## src/rtl/tsc_pkg.sv

```systemverilog
// Shared constants for the thermal conversion controller: field widths,
// register byte offsets and bit positions that software decodes.
package tsc_pkg;
    localparam int CODE_W    = 12;
    localparam int SEL_W     = 2;
    localparam int MAX_SHIFT = (1 << SEL_W) - 1;
    localparam int SUM_W     = CODE_W + MAX_SHIFT;
    localparam int CNT_W     = MAX_SHIFT;

    localparam logic [7:0] A_PWR   = 8'h00;
    localparam logic [7:0] A_START = 8'h04;
    localparam logic [7:0] A_CFG   = 8'h08;
    localparam logic [7:0] A_RES   = 8'h10;
    localparam logic [7:0] A_STAT  = 8'h14;
    localparam logic [7:0] A_CMPEN = 8'h18;
    localparam logic [7:0] A_LO    = 8'h1C;
    localparam logic [7:0] A_HI    = 8'h20;
    localparam logic [7:0] A_ISTS  = 8'h30;
    localparam logic [7:0] A_IEN   = 8'h34;
    localparam logic [7:0] A_ICLR  = 8'h38;

    localparam int B_EN   = 0;
    localparam int B_PD   = 1;
    localparam int B_SOC  = 2;
    localparam int B_SCAN = 4;
    localparam int B_OSEL = 9;
endpackage

```

## src/rtl/tsc_settle.sv

```systemverilog
// Stabilization gate: counts clock cycles while the sensor is powered and
// reports settled once SETTLE_TICKS have elapsed. Loss of power restarts it.
module tsc_settle #(
    parameter int SETTLE_TICKS = 120
) (
    input  logic clk,
    input  logic rst_n,
    input  logic powered,
    output logic settled
);
    localparam int TW = $clog2(SETTLE_TICKS + 1);
    localparam logic [TW-1:0] LAST = TW'(SETTLE_TICKS);

    logic [TW-1:0] tick_q;

    // Count up to the limit while powered, clear otherwise.
    always_ff @(posedge clk) begin
        if (!rst_n || !powered) tick_q <= '0;
        else if (tick_q != LAST) tick_q <= tick_q + 1'b1;
    end

    assign settled = powered && (tick_q == LAST);

    assert_settle_after_power_R3: assert property (@(posedge clk) disable iff (!rst_n)
        $rose(settled) |-> $past(powered));
endmodule

```

## src/rtl/tsc_seq.sv

```systemverilog
// Conversion sequencer: on start it requests 2^avg_sel samples one at a time,
// accumulates them, and on the last one emits a one-cycle fin pulse together
// with the averaged or last-sample value. Assumes smp_vld only while smp_req.
module tsc_seq
    import tsc_pkg::*;
(
    input  logic              clk,
    input  logic              rst_n,
    input  logic              start,
    input  logic              abort,
    input  logic [SEL_W-1:0]  avg_sel,
    input  logic              out_avg,
    input  logic              smp_vld,
    input  logic [CODE_W-1:0] smp_code,
    output logic              smp_req,
    output logic              busy,
    output logic              fin,
    output logic [CODE_W-1:0] value
);
    typedef enum logic {SQ_IDLE, SQ_REQ} sq_state_t;

    sq_state_t         state_q;
    logic [CNT_W-1:0]  cnt_q;
    logic [SUM_W-1:0]  acc_q;
    logic [SEL_W-1:0]  sel_q;
    logic              osel_q;
    logic [CNT_W:0]    n_full;
    logic [CNT_W-1:0]  last_idx;
    logic [SUM_W-1:0]  sum_next;
    logic [CODE_W-1:0] avg_next;

    // Derive the last sample index and the running sum for this sample.
    always_comb begin
        n_full   = (CNT_W + 1)'(1) << sel_q;
        last_idx = CNT_W'(n_full - 1'b1);
        sum_next = acc_q + SUM_W'(smp_code);
        avg_next = CODE_W'(sum_next >> sel_q);
    end

    // Sequence sample requests and produce the completion pulse.
    always_ff @(posedge clk) begin
        if (!rst_n) begin
            state_q <= SQ_IDLE;
            cnt_q   <= '0;
            acc_q   <= '0;
            sel_q   <= '0;
            osel_q  <= 1'b0;
            fin     <= 1'b0;
            value   <= '0;
        end else begin
            fin <= 1'b0;
            if (abort) begin
                state_q <= SQ_IDLE;
                cnt_q   <= '0;
                acc_q   <= '0;
            end else if (state_q == SQ_IDLE) begin
                if (start) begin
                    state_q <= SQ_REQ;
                    cnt_q   <= '0;
                    acc_q   <= '0;
                    sel_q   <= avg_sel;
                    osel_q  <= out_avg;
                end
            end else if (smp_vld) begin
                if (cnt_q == last_idx) begin
                    state_q <= SQ_IDLE;
                    fin     <= 1'b1;
                    value   <= osel_q ? avg_next : smp_code;
                end else begin
                    cnt_q <= cnt_q + 1'b1;
                    acc_q <= sum_next;
                end
            end
        end
    end

    assign smp_req = (state_q == SQ_REQ);
    assign busy    = (state_q == SQ_REQ);

    assert_count_in_range_R5: assert property (@(posedge clk) disable iff (!rst_n)
        busy |-> (cnt_q <= last_idx));
    assert_fin_after_sample_R5: assert property (@(posedge clk) disable iff (!rst_n)
        fin |-> $past(smp_vld) && $past(busy));
endmodule

```

## src/rtl/tsc_window.sv

```systemverilog
// Window comparator: flags a value strictly below lo or strictly above hi.
module tsc_window
    import tsc_pkg::*;
(
    input  logic [CODE_W-1:0] val,
    input  logic [CODE_W-1:0] lo,
    input  logic [CODE_W-1:0] hi,
    output logic              outside
);
    // Out-of-range test against both limits.
    always_comb outside = (val < lo) || (val > hi);
endmodule

```

## src/rtl/thermo_conv_ctrl.sv

```systemverilog
// Thermal sensor conversion controller top: register bank, power gating,
// trigger qualification, result capture, flags and interrupt. Assumes at most
// one bus write per cycle; reads are combinational on bus_addr.
module thermo_conv_ctrl
    import tsc_pkg::*;
#(
    parameter int ADDR_W       = 8,
    parameter int SETTLE_TICKS = 120
) (
    input  logic              clk,
    input  logic              rst_n,
    input  logic [ADDR_W-1:0] bus_addr,
    input  logic              bus_wr,
    input  logic [31:0]       bus_wdata,
    output logic [31:0]       bus_rdata,
    output logic              smp_req,
    input  logic              smp_vld,
    input  logic [11:0]       smp_code,
    output logic              irq
);
    logic              pwr_en_q, pwr_pd_q, pwr_soc_q;
    logic [SEL_W-1:0]  cfg_avg_q;
    logic              cfg_scan_q, cfg_osel_q, cmp_en_q;
    logic [CODE_W-1:0] lo_q, hi_q, result_q;
    logic [1:0]        sts_q, ien_q, sts_set, sts_clr;
    logic              powered, settled, busy, fin, outside, trig, start_go;
    logic [CODE_W-1:0] seq_value;

    function automatic logic hit(input logic [7:0] a);
        return bus_wr && (bus_addr == ADDR_W'(a));
    endfunction

    assign powered = pwr_en_q && pwr_soc_q && !pwr_pd_q;

    tsc_settle #(.SETTLE_TICKS(SETTLE_TICKS)) settle_i (
        .clk(clk), .rst_n(rst_n), .powered(powered), .settled(settled)
    );

    tsc_seq seq_i (
        .clk(clk), .rst_n(rst_n), .start(start_go), .abort(!settled),
        .avg_sel(cfg_avg_q), .out_avg(cfg_osel_q), .smp_vld(smp_vld),
        .smp_code(smp_code), .smp_req(smp_req), .busy(busy), .fin(fin),
        .value(seq_value)
    );

    tsc_window win_i (.val(seq_value), .lo(lo_q), .hi(hi_q), .outside(outside));

    // Qualify explicit and continuous-mode starts; compute flag set/clear.
    always_comb begin
        trig     = hit(A_START) && bus_wdata[0];
        start_go = settled && !busy && (trig || (cfg_scan_q && fin));
        sts_set  = {fin && cmp_en_q && outside, fin};
        sts_clr  = hit(A_ICLR) ? bus_wdata[1:0] : 2'b00;
    end

    // Register bank writes, result capture and flag update.
    always_ff @(posedge clk) begin
        if (!rst_n) begin
            pwr_en_q <= 1'b0; pwr_pd_q <= 1'b0; pwr_soc_q <= 1'b0;
            cfg_avg_q <= '0; cfg_scan_q <= 1'b0; cfg_osel_q <= 1'b0;
            cmp_en_q <= 1'b0; lo_q <= '0; hi_q <= '0; result_q <= '0;
            sts_q <= '0; ien_q <= '0;
        end else begin
            if (hit(A_PWR)) begin
                pwr_soc_q <= bus_wdata[B_SOC];
                pwr_pd_q  <= bus_wdata[B_PD];
                pwr_en_q  <= bus_wdata[B_EN] && bus_wdata[B_SOC];
            end
            if (hit(A_CFG)) begin
                cfg_avg_q  <= bus_wdata[SEL_W-1:0];
                cfg_scan_q <= bus_wdata[B_SCAN];
                cfg_osel_q <= bus_wdata[B_OSEL];
            end
            if (hit(A_CMPEN)) cmp_en_q <= bus_wdata[0];
            if (hit(A_LO))    lo_q     <= bus_wdata[CODE_W-1:0];
            if (hit(A_HI))    hi_q     <= bus_wdata[CODE_W-1:0];
            if (hit(A_IEN))   ien_q    <= bus_wdata[1:0];
            if (fin)          result_q <= seq_value;
            sts_q <= (sts_q & ~sts_clr) | sts_set;
        end
    end

    // Read multiplexer; unused bits and addresses return zero.
    always_comb begin
        bus_rdata = '0;
        case (bus_addr)
            ADDR_W'(A_PWR):   bus_rdata = {29'd0, pwr_soc_q, pwr_pd_q, pwr_en_q};
            ADDR_W'(A_CFG):   bus_rdata = {22'd0, cfg_osel_q, 4'd0, cfg_scan_q, 2'd0, cfg_avg_q};
            ADDR_W'(A_RES):   bus_rdata = 32'(result_q);
            ADDR_W'(A_STAT):  bus_rdata = {31'd0, busy};
            ADDR_W'(A_CMPEN): bus_rdata = {31'd0, cmp_en_q};
            ADDR_W'(A_LO):    bus_rdata = 32'(lo_q);
            ADDR_W'(A_HI):    bus_rdata = 32'(hi_q);
            ADDR_W'(A_ISTS):  bus_rdata = {30'd0, sts_q};
            ADDR_W'(A_IEN):   bus_rdata = {30'd0, ien_q};
            default:          bus_rdata = '0;
        endcase
    end

    assign irq = |(sts_q & ien_q);

    assert_soc_with_enable_R2: assert property (@(posedge clk) disable iff (!rst_n)
        pwr_en_q |-> pwr_soc_q);
    assert_start_needs_settle_R3: assert property (@(posedge clk) disable iff (!rst_n)
        $rose(busy) |-> $past(settled));
    assert_result_holds_R7: assert property (@(posedge clk) disable iff (!rst_n)
        !fin |=> $stable(result_q));
    assert_cmp_flag_source_R8: assert property (@(posedge clk) disable iff (!rst_n)
        $rose(sts_q[1]) |-> $past(fin) && $past(cmp_en_q));
    assert_abort_on_power_loss_R13: assert property (@(posedge clk) disable iff (!rst_n)
        !settled |=> !busy);
endmodule

```

## config.mk

```make
export PLATFORM = sky130hd
export DESIGN_NAME = thermo_conv_ctrl
export DESIGN_NICKNAME = d
export VERILOG_FILES = /design/src/rtl/tsc_pkg.sv /design/src/rtl/tsc_settle.sv /design/src/rtl/tsc_seq.sv /design/src/rtl/tsc_window.sv /design/src/rtl/thermo_conv_ctrl.sv
export SDC_FILE = /design/constraint.sdc
export NUM_CORES = 1
export LEC_CHECK = 0
export ABC_AREA = 0
export BUFFER_PORTS_ARGS = -buffer_cell sky130_fd_sc_hd__buf_2
export CAP_MARGIN = 20
export CORE_MARGIN = 4
export CORE_UTILIZATION = 30
export CTS_BUF_LIST = sky130_fd_sc_hd__clkbuf_2
export CTS_CLUSTER_DIAMETER = 80
export CTS_CLUSTER_SIZE = 28
export DETAILED_ROUTE_END_ITERATION = 12
export SETUP_SLACK_MARGIN = 0.15
export SYNTH_ARGS = -nofsm -noshare
export SYNTH_HDL_FRONTEND = slang
export SYNTH_SLANG_ARGS = --single-unit
```

## constraint.sdc

```tcl
create_clock -name clk -period 2.56 [get_ports clk]
set_clock_uncertainty 0.2 [all_clocks]
set_input_delay 0.128 -clock clk [delete_from_list [all_inputs] [get_ports clk]]
set_output_delay 0.128 -clock clk [all_outputs]
set_load 0.02 [all_outputs]
```

==> results of run 1 <==
==> flip-flops by register name, summed over array words and instances (netlist names) <==
signal / flops
cfg_avg_q: 2
cfg_osel_q: 1
cfg_scan_q: 1
cmp_en_q: 1
hi_q: 12
ien_q: 2
lo_q: 12
pwr_en_q: 1
pwr_pd_q: 1
pwr_soc_q: 1
result_q: 12
seq_i.acc_q: 15
seq_i.busy: 1
seq_i.cnt_q: 3
seq_i.fin: 1
seq_i.osel_q: 1
seq_i.sel_q: 2
seq_i.value: 12
settle_i.tick_q: 7
sts_q: 2
==> power groups by stage <==
stage,registers [mW],logic (mW),clock network (mW)
3_5_place_dp,1.43,0.203,0
5_1_grt,1.41,0.292,0.869
6_report,1.41,0.270,0.774
4_1_cts,1.41,0.251,0.811
3_3_place_gp,1.43,0.203,0
2_1_floorplan,1.43,0.138,0
==> layout by cell type (no fill, tap or decap), types with 5 or more instances in the layout <==
| cell | n |
|---|---|
| nand2b_1 | 7 |
| nor2_2 | 6 |
| o21ai_0 | 10 |
| a21boi_0 | 31 |
| a221o_1 | 5 |
| dfxtp_1 | 83 |
| a21o_1 | 9 |
| mux2i_1 | 20 |
| dfxtp_2 | 7 |
| a22o_1 | 8 |
| buf_2 | 50 |
| a222oi_1 | 8 |
| nor2_1 | 34 |
| and3_1 | 7 |
| ha_1 | 32 |
| a22oi_1 | 11 |
| inv_1 | 37 |
| conb_1 | 20 |
| mux4_2 | 7 |
| clkbuf_2 | 9 |
| nand4_1 | 7 |
| buf_6 | 7 |
| nor2b_1 | 20 |
| o211ai_1 | 5 |
| a21oi_1 | 34 |
| xnor2_1 | 9 |
| dlygate4sd3_1 | 43 |
| nand2_1 | 63 |
| buf_4 | 38 |
| o21ai_1 | 5 |
| nand3_1 | 38 |
| nor3_1 | 16 |
==> layer usage <==
metal | part of all wire [%] | wire (um)
met2 | 46 | 7357
met5 | 0 | 0
met4 | 0.99 | 158
met3 | 5.2 | 831
met1 | 48 | 7675
==> critical path: cells and delay by family, from the launching register on <==
family,cells,cell delay [ns]
AO/OA/AOI/OAI,5,0.93
adder cells (fa/ha/maj),2,0.54
flip-flops,1,0.40
buffers and inverters,1,0.20
XOR/XNOR,1,0.18
multiplexers,1,0.10
==> cell type report <==
type / count / area share [%]
clock buffers: 9 / 0.6152
inverters: 37 / 1.897
repair buffers: 142 / 15.16
flip-flops and latches: 90 / 24.73
clock inverters: 7 / 1.025
multi-input cells: 508 / 52.58
well taps: 234 / 3.999
==> logic make-up (layout without fill, tap and decap cells) <==
family / count (synthesis) / count (layout) / synth area share, %
mux: 28 / 28 / 6.412
compound gates: 172 / 172 / 22.10
flops: 90 / 90 / 31.30
buf+inv: 92 / 195 / 7.607
other cells: 1 / 20 / 0.06514
xor+xnor: 17 / 17 / 2.586
simple gates: 232 / 232 / 21.32
fa+ha+maj: 39 / 39 / 8.607
==> per-stage QoR <==
stage / total power, mW / setup WS, ns
2_1_floorplan: 1.571 / 0.0007685
3_3_place_gp: 1.636 / -0.09318
3_5_place_dp: 1.635 / -0.1158
4_1_cts: 2.471 / -0.06189
5_1_grt: 2.571 / -0.1545
6_report: 2.452 / -0.04656
==> what timing repair did <==
action                     in CTS  in global routing
pin swaps                      16                 22
setup buffers                   3                  5
setup endpoints to repair      15                 48
hold endpoints to repair       78                  0
gates cloned                    0                  1
gates resized for setup        12                 46
hold buffers                   47                  0
==> path summary, 6_finish.rpt <==
| path | startpoint | endpoint | slack, ns | cells after the start |
|---|---|---|---|---|
| hold reg to reg | seq_i.osel_q | seq_i.osel_q | 0.31 | 2 |
| hold / removal | bus_addr[3] | sts_q[0] | 0.05 | 7 |
| setup / recovery | seq_i.acc_q[0] | seq_i.value[10] | -0.05 | 10 |
| setup reg to reg | seq_i.acc_q[0] | seq_i.value[10] | -0.05 | 10 |
==> impl_metrics.yaml, run 1 <==
final_layout:
  drive_gt1_share_pct: 23.08
  fill_cells: 1928
  stdcell_area_um2: 7322
  nets: 883
  utilization_pct: 39.01
  antenna_cells: 0
  multi_input_area_um2: 3850
  final_cells: 1027
  area_delta_synth_final_pct: 27.19
  ff_latch_area_um2: 1810
place:
  dpl.hpwl_mm: 11.34
  gp_congestion: 0.8767
  place_area_um2: 6402
  dp.cells: 957
  io_buffers: 49
global_route:
  globalRouteMet3Util_pct: 3.476
  grt_pass1_wl_mm: 26.10
  overflow: 0
  gr-usage-met2_pct: 23.43
  grtUsageMet1_pct: 20.53
  gr-max-usage-layer: "met2"
  grt_usage_pct: 14.71
  antenna_found_initial: 0
  grt_pass1_vias: 5039
  grt_max_degree: 67
timing:
  slew_headroom_pct: 61.52
  hold_slack_ns: 0.05423
  setup_violations: 5
  finalHoldViolCount: 0
  post-route-period-util_pct: 101.8
  drv_slew: 0
  tightest_slew_ns: 0.5773
  setup_ws_ns: -0.04656
  rsz0062_at_grt: "true"
  fin_crit_ns: 2.607
  max_freq_ghz: 0.3836
  setup_tns_ns: -0.06077
run:
  cap_violations: 0
setup_path:
  crit_chain: "ha_4 > fa_2 > a211oi_4 > o21bai_2 > a221oi_2 > buf_4 > a211oi_4 > xnor2_2 > mux2i_1 > o31a_1"
  path_common_cell: "a211oi_4"
  arrival_ns: 2.92
  cp-start-kind: "flip-flop"
  cp_max_fo: 4
  critPathKind: "flip-flop to flip-flop"
  slowest_delay_ns: 0.40
  crit_slowest_cell: "dfxtp_2"
  cp-end-kind: "flip-flop"
  critical_path_required_ns: 2.88
floorplanning:
  fp.dieH_um: 146.5
  die_w_um: 146.5
  start_util_pct: 30.67
  core_region_area_um2: 18770
  ios: 90
  dieArea_um2: 21470
  num_rows: 50
synth:
  async_flop_share_pct: 0
  seq_area_frac_synth_pct: 31.30
  synth_area_leaders: "dfxtp_1 31%, ha_1 8.3%, a21boi_0 4.2%, nand2_1 4.2%, mux2i_1 3.5%"
  yosys_warnings: 0
  ys_types: 77
  synth_common_cells: "90 x dfxtp_1, 64 x nand2_1, 39 x nand3_1, 39 x nor2_1, 38 x ha_1"
  synth_edf_count: 0
  synth_top_cell_by_area: "dfxtp_1"
  netlist_instances: 671
  synth_ff_type: "dfxtp_1"
  ys_seq_elements: 90
  yosysMostFrequentCell: "dfxtp_1"
  synth_area_um2: 5757
  synth_top_area_share_pct: 31.30
  avgSynthCellArea_um2: 8.579
clocking:
  clk_pin_slew_ns: 0.26
  cts_buffers: 9
  cts_buffer_depth: 2
  cts_htree_levels: 3
  tritoncts: "done"
  clock_latency_ns: 0.60
  cts.sinks: 90
  root_buffer: "clkbuf_2"
route:
  drc: 0
  final_antenna_net_count: 0
  first_pass_iters: 7
  vias: 5297
  wl_per_cell_um: 15.60
  wirelength_mm: 16.02
  drt-vias-per-instance: 5.158
  drtIter0Drc: 310
pwr:
  seqPwrFrac_pct: 57.4
  internal_power_mw: 1.766
  total_leakage_power_nw: 2.762
  ir_drop_mv: 0.2055
  combPwrFrac_pct: 11.0
  switching_share_pct: 27.97
  p_per_area_nw_per_um2: 334.9
  clock_power_share_pct: 31.6
  power.switching_mw: 0.6860
run_status:
  outcome: "finished, violations left"
  violations: "setup timing"
min_path:
  min_path_type: "primary input to flip-flop"
(Power assumes the default switching activity.)
==> run 2: changes to the inputs <==
MAX_ROUTING_LAYER = met4   (was unset)
==> impl_metrics.yaml, run 2 (synthesis results as in run 1) <==
run_status:
  outcome: "finished, violations left"
  violations: "setup timing"
route:
  drtIter0Drc: 358
  drc: 0
  vias: 5280
  first_pass_iters: 7
  wl_per_cell_um: 15.61
  final_antenna_net_count: 0
  drt-vias-per-instance: 5.141
  wirelength_mm: 16.04
floorplanning:
  die_w_um: 146.5
  fp.dieH_um: 146.5
  core_region_area_um2: 18770
  start_util_pct: 30.67
  ios: 90
  dieArea_um2: 21470
  num_rows: 50
final_layout:
  nets: 883
  antenna_cells: 0
  area_delta_synth_final_pct: 27.19
  drive_gt1_share_pct: 23.08
  final_common_cell: "dfxtp_1"
  fill_cells: 1928
  top_register: "seq_i.acc_q"
  final_cells: 1027
  final_cell_mix: "83 x dfxtp_1, 63 x nand2_1, 50 x buf_2"
  largest_register_ff_count: 15
setup_path:
  crit_chain: "ha_4 > fa_2 > a211oi_4 > o21bai_2 > a221oi_2 > buf_4 > a211oi_4 > xnor2_2 > mux2i_1 > o31a_1"
  crit_cells: 10
  cp_max_fo: 4
  arrival_ns: 2.93
  cp-start-kind: "flip-flop"
  cp-end-kind: "flip-flop"
  worst-path-buf-inv: 1
  critical_path_required_ns: 2.89
  slowest_delay_ns: 0.40
  r2r_cells: 10
  critPathTopFamily: "compound AO/OA/AOI/OAI gates"
  crit_slowest_cell: "dfxtp_2"
  critPathKind: "flip-flop to flip-flop"
  path_common_cell: "a211oi_4"
pwr:
  combPwrFrac_pct: 11.0
  seqPwrFrac_pct: 57.4
  p_per_area_nw_per_um2: 335.0
  switching_share_pct: 27.99
  ir_drop_mv: 0.2054
  internal_power_mw: 1.766
  power.total_mw: 2.453
  power.switching_mw: 0.6865
  clock_power_share_pct: 31.6
  total_leakage_power_nw: 2.762
place:
  dp.cells: 957
  io_buffers: 49
  dpl.hpwl_mm: 11.34
  dp_slack_ns: -0.1158
  gp_congestion: 0.8912
timing:
  setup_violations: 2
  post-route-period-util_pct: 101.6
  setup_tns_ns: -0.04687
  tightest_slew_ns: 0.5760
  max_freq_ghz: 0.3845
  setup_ws_ns: -0.04090
  slew_headroom_pct: 61.60
  fin_crit_ns: 2.601
  finalHoldViolCount: 0
  rsz0062_at_grt: "true"
  drv_slew: 0
global_route:
  antenna_found_initial: 0
  overflow: 0
  grt_usage_pct: 15.12
  grt_pass1_vias: 5049
  grt_max_degree: 67
  grt_pass1_wl_mm: 26.08
clocking:
  cts_htree_levels: 3
  root_buffer: "clkbuf_2"
  tritoncts: "done"
  cts_buffers: 9
  cts.sinks: 90
  clk_pin_slew_ns: 0.26
  cts_buffer_depth: 2
  clock_latency_ns: 0.61
run:
  cap_violations: 0
min_path:
  hold_depth: 7
  min_path_type: "primary input to flip-flop"
run 2: cell counts in the layout (fill, tap and decap cells not counted):
No cell type changed its count.
run 2: cell type report:
class                           instances  area [um^2]  share of cell area, %
Tap cell                              234        292.8                  3.999
Clock buffer                            9        45.04                 0.6152
Timing Repair Buffer                  142         1110                  15.16
Clock inverter                          7        75.07                  1.025
Sequential cell                        90         1810                  24.73
Inverter                               37        138.9                  1.897
Multi-Input combinational cell        508         3850                  52.58
run 2: worst reg2reg max path, stage by stage, from the launching register on:
cell and delay (ns):
dfxtp_2 0.40, ha_4 0.16, fa_2 0.38, a211oi_4 0.24, o21bai_2 0.11, a221oi_2 0.25
buf_4 0.20, a211oi_4 0.09, xnor2_2 0.18, mux2i_1 0.10, o31a_1 0.24
run 2: final timing paths:
kind	from	slack, ns	endpoint
max	seq_i.acc_q[0]	-0.04	seq_i.value[10]
min	bus_addr[3]	0.05	sts_q[0]
max reg2reg	seq_i.acc_q[0]	-0.04	seq_i.value[10]
min reg2reg	seq_i.osel_q	0.31	seq_i.osel_q
run 2: timing repair:
action,in CTS,in global routing
hold buffers,47,0
endpoints found under the hold margin,78,0
gates cloned,0,1
pin swaps,16,22
resized for setup,12,46
buffers inserted,3,5
endpoints found under the setup margin,15,48
run 2: routing by layer:
| layer | track usage (%) | part of all wire, % | vias up |
|---|---|---|---|
| met5 | - | 0 | - |
| met4 | 2.681 | 0.91 | 0 |
| met3 | 3.445 | 5.2 | 12 |
| met2 | 23.52 | 46 | 127 |
| met1 | 20.42 | 48 | 2510 |
| li1 | - | - | 2631 |
run 2: metrics by stage:
step	hold slack (ns)	utilization [%]	area, um^2
after CTS	0.001140	37.69	7074
final	0.04838	39.01	7322
after detailed placement	0.2158	34.11	6402
after floorplan	0.08408	-	5849
after global routing	0.008414	39.01	7322
after global placement	0.2065	34.11	6402
run 2: power groups by stage:
stage                     registers, mW  clock network [mW]  logic (mW)
after floorplan                    1.43                   0       0.138
after global placement             1.43                   0       0.203
after detailed placement           1.43                   0       0.203
after CTS                          1.41               0.811       0.251
after global routing               1.41               0.869       0.292
final                              1.41               0.775       0.271
==> run 3: changes to the inputs <==
CELL_PAD_IN_SITES_DETAIL_PLACEMENT = 1   (was unset)
CELL_PAD_IN_SITES_GLOBAL_PLACEMENT = 2   (was unset)
PLACE_DENSITY_LB_ADDON = 0.1   (was unset)
==> impl_metrics.yaml, run 3 (synthesis results as in run 1) <==
route:
  final_antenna_net_count: 0
  first_pass_iters: 5
  drtIter0Drc: 190
  wl_per_cell_um: 17.82
  vias: 5370
  wirelength_mm: 18.39
  drt-vias-per-instance: 5.203
  drc: 0
global_route:
  grt_pass1_vias: 5564
  antenna_found_initial: 1
  grt_pass1_wl_mm: 30.29
  grt_usage_pct: 17.79
  overflow: 0
  grt_max_degree: 67
floorplanning:
  die_w_um: 146.5
  dieArea_um2: 21470
  ios: 90
  start_util_pct: 30.67
  num_rows: 50
  core_region_area_um2: 18770
  fp.dieH_um: 146.5
setup_path:
  cp-start-kind: "flip-flop"
  crit_chain: "ha_4 > fa_2 > a211oi_4 > o21bai_2 > a221oi_2 > buf_4 > or4b_1 > a21oi_2 > a2111oi_4 > a31oi_1"
  crit_slowest_cell: "dfxtp_2"
  arrival_ns: 2.96
  critPathKind: "flip-flop to flip-flop"
  worst-path-buf-inv: 1
  r2r_cells: 10
  cp_max_fo: 4
  crit_cells: 10
  critPathTopFamily: "compound AO/OA/AOI/OAI gates"
  critical_path_required_ns: 2.89
  r2r_start: "seq_i.acc_q[0]"
  ff2ff_setup_slack_ns: -0.07
  cp-end-kind: "flip-flop"
  slowest_delay_ns: 0.40
  rr_endpoint: "seq_i.value[11]"
pwr:
  p_per_area_nw_per_um2: 333.6
  clock_power_share_pct: 32.1
  power.switching_mw: 0.7168
  power.total_mw: 2.479
  combPwrFrac_pct: 11.2
  seqPwrFrac_pct: 56.7
  switching_share_pct: 28.91
  internal_power_mw: 1.763
  ir_drop_mv: 0.1780
  total_leakage_power_nw: 2.789
final_layout:
  drive_gt1_share_pct: 25.60
  ff_latch_area_um2: 1821
  nets: 887
  largest_register_ff_count: 15
  final_common_cell: "dfxtp_1"
  stdcell_area_um2: 7432
  final_cell_mix: "79 x dfxtp_1, 63 x nand2_1, 48 x buf_2"
  fill_cells: 2220
  top_register: "seq_i.acc_q"
  area_delta_synth_final_pct: 29.10
  multi_input_area_um2: 3920
clocking:
  cts.sinks: 90
  cts_htree_levels: 3
  clk_pin_slew_ns: 0.29
  cts_buffer_depth: 2
  cts_buffers: 9
  root_buffer: "clkbuf_2"
  clock_latency_ns: 0.60
  tritoncts: "done"
timing:
  hold_slack_ns: 0.09237
  post-route-period-util_pct: 102.9
  tightest_slew_ns: 0.6107
  setup_violations: 10
  max_freq_ghz: 0.3797
  rsz0062_at_grt: "true"
  slew_headroom_pct: 59.29
  setup_ws_ns: -0.07345
  fin_crit_ns: 2.633
  drv_slew: 0
  finalHoldViolCount: 0
min_path:
  min_from: "bus_wdata[5]"
  min_path_type: "primary input to flip-flop"
  hold-path-endpoint: "hi_q[5]"
  hold_depth: 4
place:
  dpl.hpwl_mm: 13.46
  gp_congestion: 0.8039
  io_buffers: 49
  place_area_um2: 6430
run:
  cap_violations: 0
run_status:
  violations: "setup timing"
  outcome: "finished, violations left"
==> run 3: area by class of cell <==
type / count / share of cell area, %
multi-input cells: 508 / 52.74
flip-flops and latches: 90 / 24.49
repair buffers: 146 / 15.29
well taps: 234 / 3.939
inverters: 37 / 1.869
clock inverters: 7 / 1.027
clock buffers: 9 / 0.6061
diodes: 1 / 0.03367
==> run 3: worst register-to-register path, cell delays in order, from the launching register on <==
cell and delay, ns:
dfxtp_2 0.40, ha_4 0.16, fa_2 0.37, a211oi_4 0.27, o21bai_2 0.12, a221oi_2 0.25, buf_4 0.20, or4b_1 0.13
a21oi_2 0.07, a2111oi_4 0.28, a31oi_1 0.12
==> run 3: repair_timing <==
| item | 4_1_cts | 5_1_grt |
|---|---|---|
| resized for setup | 33 | 42 |
| buffers inserted | 6 | 6 |
| hold buffers | 44 | 0 |
| setup endpoints to repair | 20 | 49 |
| endpoints found under the hold margin | 82 | 0 |
| pin swaps | 28 | 18 |
==> run 3: power groups by stage <==
stage / combinational [mW] / clock (mW) / sequential, mW
CTS: 0.265 / 0.855 / 1.41
detailed placement: 0.210 / 0 / 1.43
finish: 0.277 / 0.797 / 1.41
floorplan: 0.138 / 0 / 1.43
global route: 0.300 / 0.908 / 1.41
global placement: 0.209 / 0 / 1.43
==> run 3: stage by stage <==
stage / setup slack (ns) / std cells / util, % / setup TNS [ns]
5_1_grt: -0.1705 / 1032 / 39.60 / -1.440
4_1_cts: -0.1040 / 1025 / 38.47 / -0.2824
3_5_place_dp: -0.1630 / 959 / 34.26 / -0.5880
6_report: -0.07345 / 1032 / 39.60 / -0.3781
3_3_place_gp: -0.1193 / 959 / 34.26 / -0.3863
2_1_floorplan: 0.0007685 / 690 / - / 0
==> run 3: routing by layer <==
metal | vias to the layer above | global-route usage (%) | wire length [um]
met5 | - | - | 0
met3 | 17 | 3.352 | 593
li1 | 2645 | - | -
met1 | 2629 | 23.39 | 8900
met4 | 0 | 3.340 | 183
met2 | 79 | 28.85 | 8714
==> run 3: worst max-delay path by stage <==
stage / from / endpoint / slack (ns)
6_report: seq_i.acc_q[0] / seq_i.value[11] / -0.07
5_1_grt: seq_i.acc_q[0] / seq_i.value[10] / -0.17
4_1_cts: seq_i.acc_q[0] / seq_i.value[11] / -0.10
3_5_place_dp: seq_i.acc_q[0] / seq_i.value[10] / -0.16
3_3_place_gp: seq_i.acc_q[0] / seq_i.value[10] / -0.12
2_1_floorplan: seq_i.acc_q[0] / seq_i.value[10] / 0.0008
